## config.mk

```make
export PLATFORM = sky130hd
export DESIGN_NAME = sport_slave
export DESIGN_NICKNAME = d
export VERILOG_FILES = /design/src/rtl/sport_pkg.sv /design/src/rtl/sport_ctrl.sv /design/src/rtl/sport_regs.sv /design/src/rtl/sport_slave.sv
export SDC_FILE = /design/constraint.sdc
export NUM_CORES = 1
export LEC_CHECK = 0
export BUFFER_PORTS_ARGS = -buffer_cell sky130_fd_sc_hd__buf_2
export CORE_ASPECT_RATIO = 1.4
export CORE_MARGIN = 2
export CORE_UTILIZATION = 55
export CTS_CLUSTER_SIZE = 25
export DETAILED_ROUTE_END_ITERATION = 7
export GPL_TIMING_DRIVEN = 0
export PLACE_DENSITY = 0.75
export SLEW_MARGIN = 20
export SYNTH_ARGS = -nofsm -noshare
export SYNTH_HDL_FRONTEND = slang
export SYNTH_SLANG_ARGS = --single-unit
```

## constraint.sdc

```tcl
create_clock -name clk -period 1.7 [get_ports clk]
set_input_delay 0.51 -clock clk [delete_from_list [all_inputs] [get_ports clk]]
set_output_delay 0.51 -clock clk [all_outputs]
set_load 0.1 [all_outputs]
```

## src/rtl/sport_pkg.sv

```systemverilog
package sport_pkg;

  // Strobes from the serial control to the register datapath
  typedef struct packed {
    logic       sdioBit;    // synchronised data line
    logic       shiftHdr;   // header bit (not last)
    logic       latchHdr;   // last address bit: header complete
    logic       shiftData;  // write data bit (not last)
    logic       commitWr;   // last write data bit
    logic       driveBit;   // falling edge in read data phase
    logic [2:0] bitSel;     // which read bit to present
    logic       endXfer;    // release the line, transfer over
  } ctlStrobe_t;

endpackage

```

## src/rtl/sport_ctrl.sv

```systemverilog
module sport_ctrl
  import sport_pkg::*;
#(
  parameter int TIMEOUT_CYCLES = 100
) (
  input  logic       clk,
  input  logic       rstN,
  input  logic       softRst,
  input  logic       sck,
  input  logic       sdioIn,
  input  logic       isWrite,
  output ctlStrobe_t ctl
);

  localparam int CNT_W = $clog2(TIMEOUT_CYCLES + 1);
  localparam logic [CNT_W-1:0] LIMIT = CNT_W'(TIMEOUT_CYCLES);
  localparam logic [CNT_W-1:0] LIMIT_M1 = CNT_W'(TIMEOUT_CYCLES - 1);

  logic [1:0] sckSync;
  logic [1:0] sdioSync;
  logic       sckPrev;
  logic [CNT_W-1:0] idleCnt;
  logic       armed;
  logic [3:0] bitCount;

  logic sckRise, sckFall, anyEdge, timeoutHit;

  always_ff @(posedge clk or negedge rstN) begin
    if (!rstN) begin
      sckSync  <= 2'b11;
      sdioSync <= 2'b00;
      sckPrev  <= 1'b1;
    end else begin
      sckSync  <= {sckSync[0], sck};
      sdioSync <= {sdioSync[0], sdioIn};
      sckPrev  <= sckSync[1];
    end
  end

  assign sckRise    = sckSync[1] & ~sckPrev;
  assign sckFall    = ~sckSync[1] & sckPrev;
  assign anyEdge    = sckRise | sckFall;
  assign timeoutHit = !anyEdge && (idleCnt == LIMIT_M1);

  always_ff @(posedge clk or negedge rstN) begin
    if (!rstN) begin
      idleCnt  <= '0;
      armed    <= 1'b0;
      bitCount <= '0;
    end else if (softRst) begin
      idleCnt  <= '0;
      armed    <= 1'b0;
      bitCount <= '0;
    end else begin
      if (anyEdge)
        idleCnt <= '0;
      else if (idleCnt != LIMIT)
        idleCnt <= idleCnt + 1'b1;

      if (timeoutHit) begin
        armed    <= 1'b1;
        bitCount <= '0;
      end else if (armed && sckRise) begin
        bitCount <= bitCount + 1'b1;
      end
    end
  end

  always_comb begin
    ctl         = '0;
    ctl.sdioBit = sdioSync[1];
    ctl.bitSel  = ~bitCount[2:0];
    if (armed && !softRst && sckRise) begin
      if (!bitCount[3]) begin
        if (bitCount[2:0] == 3'd7) ctl.latchHdr = 1'b1;
        else                       ctl.shiftHdr = 1'b1;
      end else if (isWrite) begin
        if (bitCount == 4'd15) ctl.commitWr  = 1'b1;
        else                   ctl.shiftData = 1'b1;
      end
      if (bitCount == 4'd15) ctl.endXfer = 1'b1;
    end
    if (armed && !softRst && sckFall && bitCount[3] && !isWrite)
      ctl.driveBit = 1'b1;
    if (timeoutHit)
      ctl.endXfer = 1'b1;
  end

endmodule

```

## src/rtl/sport_regs.sv

```systemverilog
module sport_regs
  import sport_pkg::*;
#(
  parameter int NUM_REGS      = 4,
  parameter int SETTLE_FRAMES = 3
) (
  input  logic       clk,
  input  logic       rstN,
  input  logic       frameTick,
  input  ctlStrobe_t ctl,
  output logic       isWrite,
  output logic       softRst,
  output logic       sdioOut,
  output logic       sdioOe,
  output logic [7:0] cfgValue,
  output logic       settled
);

  localparam int ADDR_W   = 7;
  localparam int CFG_ADDR = 0;
  localparam int SET_W    = $clog2(SETTLE_FRAMES + 1);
  localparam logic [SET_W-1:0] SET_DONE = SET_W'(SETTLE_FRAMES);

  logic [6:0]        hdrSh;
  logic [6:0]        dataSh;
  logic [ADDR_W-1:0] addrReg;
  logic              dirReg;
  logic [7:0]        rdByte;
  logic [7:0]        rdNext;
  logic              outBit;
  logic              oeReg;
  logic [SET_W-1:0]  settleCnt;
  logic [ADDR_W-1:0] hdrAddr;
  logic [7:0]        wrData;
  logic [NUM_REGS-1:0][7:0] regFile;

  assign hdrAddr = {hdrSh[5:0], ctl.sdioBit};
  assign wrData  = {dataSh, ctl.sdioBit};

  always_comb begin
    rdNext = '0;
    for (int i = 0; i < NUM_REGS; i++)
      if (hdrAddr == ADDR_W'(i)) rdNext = regFile[i];
  end

  always_ff @(posedge clk or negedge rstN) begin
    if (!rstN) begin
      hdrSh   <= '0;
      dataSh  <= '0;
      addrReg <= '0;
      dirReg  <= 1'b0;
      rdByte  <= '0;
      outBit  <= 1'b0;
      oeReg   <= 1'b0;
    end else if (softRst) begin
      hdrSh   <= '0;
      dataSh  <= '0;
      addrReg <= '0;
      dirReg  <= 1'b0;
      rdByte  <= '0;
      outBit  <= 1'b0;
      oeReg   <= 1'b0;
    end else begin
      if (ctl.shiftHdr)  hdrSh  <= {hdrSh[5:0], ctl.sdioBit};
      if (ctl.shiftData) dataSh <= {dataSh[5:0], ctl.sdioBit};
      if (ctl.latchHdr) begin
        addrReg <= hdrAddr;
        dirReg  <= hdrSh[6];
        rdByte  <= rdNext;
      end
      if (ctl.driveBit) begin
        outBit <= rdByte[ctl.bitSel];
        oeReg  <= 1'b1;
      end
      if (ctl.endXfer) oeReg <= 1'b0;
    end
  end

  // One storage slice per register; the configuration slot keeps its low bits
  for (genvar g = 0; g < NUM_REGS; g++) begin : gReg
    logic [7:0] q;
    always_ff @(posedge clk or negedge rstN) begin
      if (!rstN)
        q <= '0;
      else if (softRst)
        q <= (g == CFG_ADDR) ? {1'b0, q[6:0]} : 8'h00;
      else if (ctl.commitWr && addrReg == ADDR_W'(g))
        q <= wrData;
    end
    assign regFile[g] = q;
  end

  always_ff @(posedge clk or negedge rstN) begin
    if (!rstN)                                 settleCnt <= '0;
    else if (softRst)                          settleCnt <= '0;
    else if (frameTick && settleCnt != SET_DONE) settleCnt <= settleCnt + 1'b1;
  end

  assign softRst  = regFile[CFG_ADDR][7];
  assign isWrite  = dirReg;
  assign sdioOut  = outBit;
  assign sdioOe   = oeReg;
  assign cfgValue = regFile[CFG_ADDR];
  assign settled  = (settleCnt == SET_DONE);

endmodule

```

## src/rtl/sport_slave.sv

```systemverilog
module sport_slave
  import sport_pkg::*;
#(
  parameter int TIMEOUT_CYCLES = 100,
  parameter int NUM_REGS       = 4,
  parameter int SETTLE_FRAMES  = 3
) (
  input  logic       clk,
  input  logic       rstN,
  input  logic       frameTick,
  input  logic       sck,
  input  logic       sdioIn,
  output logic       sdioOut,
  output logic       sdioOe,
  output logic [7:0] cfgValue,
  output logic       settled
);

  ctlStrobe_t ctl;
  logic       isWrite;
  logic       softRst;

  sport_ctrl #(.TIMEOUT_CYCLES(TIMEOUT_CYCLES)) u_ctrl (
    .clk(clk), .rstN(rstN), .softRst(softRst), .sck(sck),
    .sdioIn(sdioIn), .isWrite(isWrite), .ctl(ctl)
  );

  sport_regs #(.NUM_REGS(NUM_REGS), .SETTLE_FRAMES(SETTLE_FRAMES)) u_regs (
    .clk(clk), .rstN(rstN), .frameTick(frameTick), .ctl(ctl),
    .isWrite(isWrite), .softRst(softRst), .sdioOut(sdioOut),
    .sdioOe(sdioOe), .cfgValue(cfgValue), .settled(settled)
  );

endmodule

```

## After elaboration in Yosys (flattened, before gate mapping)

Cells that the tools add are included.

| storage, ports and cells | value |
|---|---|
| memories kept | 0 |
| ROM bits | 0 |
| memory bits (writable) | 0 |
| bits in latches | 0 |
| bits in registers | 83 |

| cells by class | value |
|---|---|
| magnitude comparators | 1 |
| reductions and logical operators | 30 |
| eq/ne operators | 12 |
| $add $sub $neg | 3 |
| multipliers | 0 |
| div/mod/pow operators | 0 |
| bitwise logic cells | 7 |
| mux-type cells | 50 |
| shift operators | 0 |

Operator list:

| kind | count |
|---|---|
| 2-to-1 mux 8 bit | 13 |
| 2-to-1 mux 7 bit | 10 |
| == test 7 x 2 -> 1 bit (second input constant) | 4 |
| nonzero test 2 bit | 9 |
| 2-to-1 mux 1 bit | 17 |
| 2-to-1 mux 4 bit | 4 |
| == test 7 x 1 -> 1 bit (second input constant) | 2 |
| zero test 7 bit | 2 |
| logical AND 1 bit | 12 |
| 2-to-1 mux 2 bit | 5 |
| nonzero test 3 bit | 3 |
| adder 7 x 1 -> 7 bit (second input constant) | 1 |
| == test 7 bit (second input constant) | 1 |
| != test 7 bit (second input constant) | 1 |
| adder 4 x 1 -> 4 bit (second input constant) | 1 |
| == test 4 bit (second input constant) | 1 |
| less-than comparator 3 x 4 -> 1 bit (second input constant) | 1 |
| binary-select mux 1 bit (select 3 bit) | 1 |
| == test 3 bit (second input constant) | 1 |
| zero test 1 bit | 3 |
| NOT 1 bit | 3 |
| NOT 3 bit | 1 |
| adder 2 x 1 -> 2 bit (second input constant) | 1 |
| bitwise AND 1 bit | 2 |
| 4 further kinds | 4 |

## Logic depth before layout (Yosys ltp)

| logic depth | value |
|---|---|
| depth after elaboration | 9 |
| depth in mapped cells | 8 |

## By module

From an unflattened synthesis, not the netlist that was laid out.

| unflattened totals | value |
|---|---|
| cell total of the unflattened synthesis | 365 |
| area, all modules | 4090.2 µm² |

Modules (own cells, without submodules):

| module | area an instance (µm²) | cells an instance | times used |
|---|---|---|---|
| sport_regs | 3199.3 | 273 | 1 |
| sport_ctrl | 890.9 | 92 | 1 |

## Worst setup path before layout

No wires, ideal clock.

| timing | value |
|---|---|
| path type | register -> register |
| from | reg u_ctrl.sckPrev |
| to | reg u_regs.addrReg[4] |
| library setup time | 78 ps |
| stages on the path, launching flop included | 9 |
| clock period less this slack | 1792 ps |
| slack | -92 ps |
| arrival | 1714 ps |
| cells stage by stage | dfstp_2 inv_1 ha_1 and2_1 clkbuf_1 nand3b_1 clkbuf_1 nand2_1 a21oi_1 |

| between the ends | value |
|---|---|
| cells in the longest elaborated chain, start to end | 5 |

Ends and longest elaborated chain:

| what | RTL line | source |
|---|---|---|
| start: declaration | sport_ctrl.sv:21 | `logic sckPrev;` |
| start signal: assignment | sport_ctrl.sv:36 | `sckPrev <= sckSync[1];` |
| NOT 1 bit | sport_ctrl.sv:40 | `assign sckRise = sckSync[1] & ~sckPrev;` |
| bitwise AND 1 bit | sport_ctrl.sv:40 |  |
| logical AND 1 bit | sport_ctrl.sv:73 | `if (armed && !softRst && sckRise) begin` |
| 2-to-1 mux 4 bit | sport_ctrl.sv:73 |  |
| nonzero test 2 bit (no line) | n/a |  |
| end signal: assignment | sport_regs.sv:67 | `addrReg <= hdrAddr;` |
| end: declaration | sport_regs.sv:26 | `logic [ADDR_W-1:0] addrReg;` |

Every way passes these cells.
A chain may end at the register's enable or synchronous reset.

## Final worst setup path

| timing | value |
|---|---|
| from | reg u_ctrl.sckSync[1] |
| to | reg u_regs.gReg[0].q[4] (netlist: u_regs.cfgValue[4]) |

| between the ends | value |
|---|---|
| cells in the longest elaborated chain, start to end | 5 |

Ends and longest elaborated chain:

| what | RTL line | source |
|---|---|---|
| start: declaration | sport_ctrl.sv:19 | `logic [1:0] sckSync;` |
| start signal: assignment | sport_ctrl.sv:34 | `sckSync <= {sckSync[0], sck};` |
| bitwise AND 1 bit | sport_ctrl.sv:40 |  |
| logical AND 1 bit | sport_ctrl.sv:73 |  |
| 2-to-1 mux 4 bit | sport_ctrl.sv:73 |  |
| logical AND 1 bit | sport_regs.sv:87 | `else if (ctl.commitWr && addrReg == ADDR_W'(g))` |
| AND reduction 2 bit (no line) | n/a |  |
| end signal: assignment | sport_regs.sv:86 | `q <= (g == CFG_ADDR) ? {1'b0, q[6:0]} : 8'h00;` |
| end signal: assignment | sport_regs.sv:88 | `q <= wrData;` |
| end: declaration | sport_regs.sv:81 | `logic [7:0] q;` |

Every way passes these cells.

==> flow_metrics.env <==
export IMPL_clk_pin_slew_worst_paths_ns=0.08
export IMPL_routedWlPerCell_um=16.3
export IMPL_post_route_cell_area_um2=4680
export IMPL_fillers=553
export IMPL_core_area_um2=6940
export IMPL_power_density_nw_per_um2=880
export IMPL_routabilityCongestion=0.882
export IMPL_overflow=0
export IMPL_place_area_um2=4180
export IMPL_p_int_mw=3.17
export IMPL_cp_max_fo=7
export IMPL_hold_class="in -> async"
export IMPL_synth_seq_cells=83
export IMPL_hold_buffers=0
export IMPL_die_h_um=104
export IMPL_yosysWarnings=0
export IMPL_fmax_mhz=600
export IMPL_layout_nets=406
export IMPL_fin_crit_ns=1.67
export IMPL_vdd_drop_max_mv=0.673
export IMPL_netlist_area_um2=3950
export IMPL_layout_cells_most_common_list="dfrtp_1 (78), mux2i_1 (48), nand2b_1 (35), nand2_1 (32), nor2_1 (26)"
export IMPL_rows=36
export IMPL_vias=2727
export IMPL_antenna_found_initial=0
export IMPL_n_antenna_cell=0
export IMPL_synthArstFlopShare_pct=100
export IMPL_cts_tree="yes"
export IMPL_grt_max_degree=48
export IMPL_pin_count=16
export IMPL_grt_pass1_wl_um=13900
export IMPL_cts_buffers=9
export IMPL_criticalPathCategory="reg -> reg"
export IMPL_p_leak_nw=2.19
export IMPL_clk_latency_ns=0.37
export IMPL_drv_cap=0
export IMPL_htree_num_levels=3
export IMPL_slew_violations=0
export IMPL_rsz0062_at_grt="true"
export IMPL_utilization_pct=67.5
export IMPL_hold_viol_final=0
export IMPL_root_buffer="clkbuf_8"
export IMPL_final_common_cell="dfrtp_1"
export IMPL_synth_area_per_cell_um2=11.1
export IMPL_share_comb_of_total_power_pct=8.4
export IMPL_synth_edf_count=0
export IMPL_status="complete, no violations"
export IMPL_fin_skew_ns=0.0137
export IMPL_synth_top_flop_cell="dfrtp_1"
export IMPL_cts_buffer_depth=2
export IMPL_cts_sinks=83
export IMPL_synth_top_area_share_pct=50.7
export IMPL_synthCells=357
export IMPL_yosys_area_top_type="dfrtp_1"
export IMPL_post_drt_via_cell_ratio=5.52
export IMPL_endpoint_kind="flip-flop"
export IMPL_yosysSeqAreaShare_pct=52.7
export IMPL_syn_num_nets=369
export IMPL_syn_to_final_growth_pct=18.6
export IMPL_drtIter0Drc=122
export IMPL_arrival_ns=1.92
export IMPL_track_usage_pct=23.5
export IMPL_relSlewSlack_pct=59.8
export IMPL_wirelength_um=8070
export IMPL_synth_distinct_cells=44
export IMPL_pwr_share_seq_pct=49.7
export IMPL_initial_core_util_pct=56.9
export IMPL_pwr_share_clk_pct=41.9
export IMPL_drc_errors=0
export IMPL_synth_top_cells_by_area="dfrtp_1 (51%), mux2i_1 (12%), nand2b_1 (5.6%), nand2_1 (3.3%), a21oi_1 (2.9%)"
export IMPL_setup_violations=0
export IMPL_worstMarginPinSlew_ns=0.603
export IMPL_die_x_um=75.6
export IMPL_io_buffer_count=15
export IMPL_ant_nets=0
export IMPL_fin_total_pwr_mw=4.12
export IMPL_critPathLaunchType="flip-flop"
export IMPL_layout_drive_gt1_share_pct=21.6
export IMPL_p_sw_mw=0.946
export IMPL_hpwl_um=5440
export IMPL_finalCritPeriodShare_pct=98.1
export IMPL_switching_share_pct=23.0
export IMPL_drtPass1Iterations=4
export IMPL_grt_pass1_vias=2827
export IMPL_dieArea_um2=7880
export IMPL_cp_required_ns=1.96
==> what timing repair did <==
item                                   in CTS  in global routing
setup endpoints to repair                  65                 64
pin swaps                                   6                  8
setup buffers                               7                  5
gates resized for setup                    22                 25
endpoints found under the hold margin       0                  0
==> power groups by stage <==
stage                     Clock [mW]  Sequential [mW]  Combinational (mW)
after global routing            1.84             2.06               0.385
after global placement             0             2.09               0.262
after CTS                       1.75             2.05               0.307
after detailed placement           0             2.09               0.282
final                           1.73             2.05               0.345
after floorplan                    0             2.08               0.205
==> critical path, stage by stage (launching register included) <==
cell      delay [ns]
dfstp_2         0.56
ha_4            0.16
nand2_4         0.07
nor4_4          0.22
nand3b_4        0.21
mux2_4          0.34
==> cells by family (layout without fill, tap and decap cells) <==
group	after synthesis	count (layout)	share of synthesized area [%]
muxes	57	57	15.3
DFF	83	83	52.7
buffers and inverters	25	67	2.73
adders and majority gates	7	7	2.22
xor gates and xnor gates	5	5	1.11
AOI/OAI and AO/OA	49	49	7.07
and+or+nand+nor	131	131	18.8
==> stage by stage <==
step / TNS, ns / setup WS [ns] / cells / hold slack (ns)
after global placement: -49.55 / -0.529 / 467 / 0.333
final: 0 / 0.0330 / 494 / 0.137
after global routing: -0.346 / -0.0429 / 494 / 0.175
after CTS: -0.561 / -0.0683 / 490 / 0.158
after floorplan: 0 / 0.00332 / 357 / 0.214
after detailed placement: -8.58 / -0.317 / 468 / 0.343
==> cell type report <==
| cell class | count | area (µm²) | share of cell area, % |
|---|---|---|---|
| clock inverter | 4 | 97.6 | 2.09 |
| timing repair buffer | 28 | 245 | 5.24 |
| tap | 95 | 119 | 2.54 |
| clock buffer | 12 | 145 | 3.10 |
| multi-input combinational | 249 | 1870 | 40.1 |
| sequential | 83 | 2080 | 44.5 |
| inverter | 6 | 22.5 | 0.481 |
| buffer | 17 | 92.6 | 1.98 |
==> cell usage after synthesis, types with 3 or more instances <==
cell type  instances
o2111ai_1          7
ha_1               7
nand2_1           35
nand4b_1           3
nand2b_1          35
buf_2              5
clkbuf_1          12
mux2i_1           48
dfstp_2            3
nand3_1            4
inv_1              6
xnor2_1            3
o21ai_0           16
dfrtp_1           80
nor2_1            26
a21oi_1           23
mux2_2             5
==> routing by layer <==
| layer | share of wire [%] | GRT usage, % |
|---|---|---|
| met1 | 44 | 30.9 |
| met2 | 50 | 36.6 |
| met3 | 3.6 | 6.69 |
| met4 | 2.2 | 8.77 |
| met5 | 0 | 0 |
==> state kept, by name, indices dropped and copies added, names as in the netlist <==
| name | cells |
|---|---|
| u_regs.dataSh | 7 |
| u_ctrl.sckSync | 2 |
| u_ctrl.bitCount | 4 |
| u_regs.hdrSh | 7 |
| u_regs.sdioOut | 1 |
| u_ctrl.sdioSync | 2 |
| u_regs.settleCnt | 2 |
| u_regs.addrReg | 7 |
| u_regs.rdByte | 8 |
| u_regs.gReg.q | 24 |
| u_regs.isWrite | 1 |
| u_regs.cfgValue | 8 |
| u_regs.sdioOe | 1 |
| u_ctrl.idleCnt | 7 |
| u_ctrl.sckPrev | 1 |
| u_ctrl.armed | 1 |
==> path summary, 6_finish.rpt <==
| path | start | endpoint | slack [ns] | cells past startpoint |
|---|---|---|---|---|
| worst max-delay path | u_ctrl.sckSync[1]$_DFF_PN1_ | u_regs.cfgValue[4]$_DFFE_PN0P_ | 0.03 | 5 |
| worst min-delay path | rstN | u_regs.isWrite$_DFFE_PN0P_ | 0.14 | 1 |
| worst max register to register | u_ctrl.sckSync[1]$_DFF_PN1_ | u_regs.cfgValue[4]$_DFFE_PN0P_ | 0.03 | 5 |
| worst min register to register | u_ctrl.sdioSync[0]$_DFF_PN0_ | u_ctrl.sdioSync[1]$_DFF_PN0_ | 0.36 | 0 |
| max in group asynchronous | rstN | u_ctrl.sckPrev$_DFF_PN1_ | 0.91 | 2 |
| min in group clk | sck | u_ctrl.sckSync[0]$_DFF_PN1_ | 0.24 | 1 |
Power figures use the tool's default switching activity.
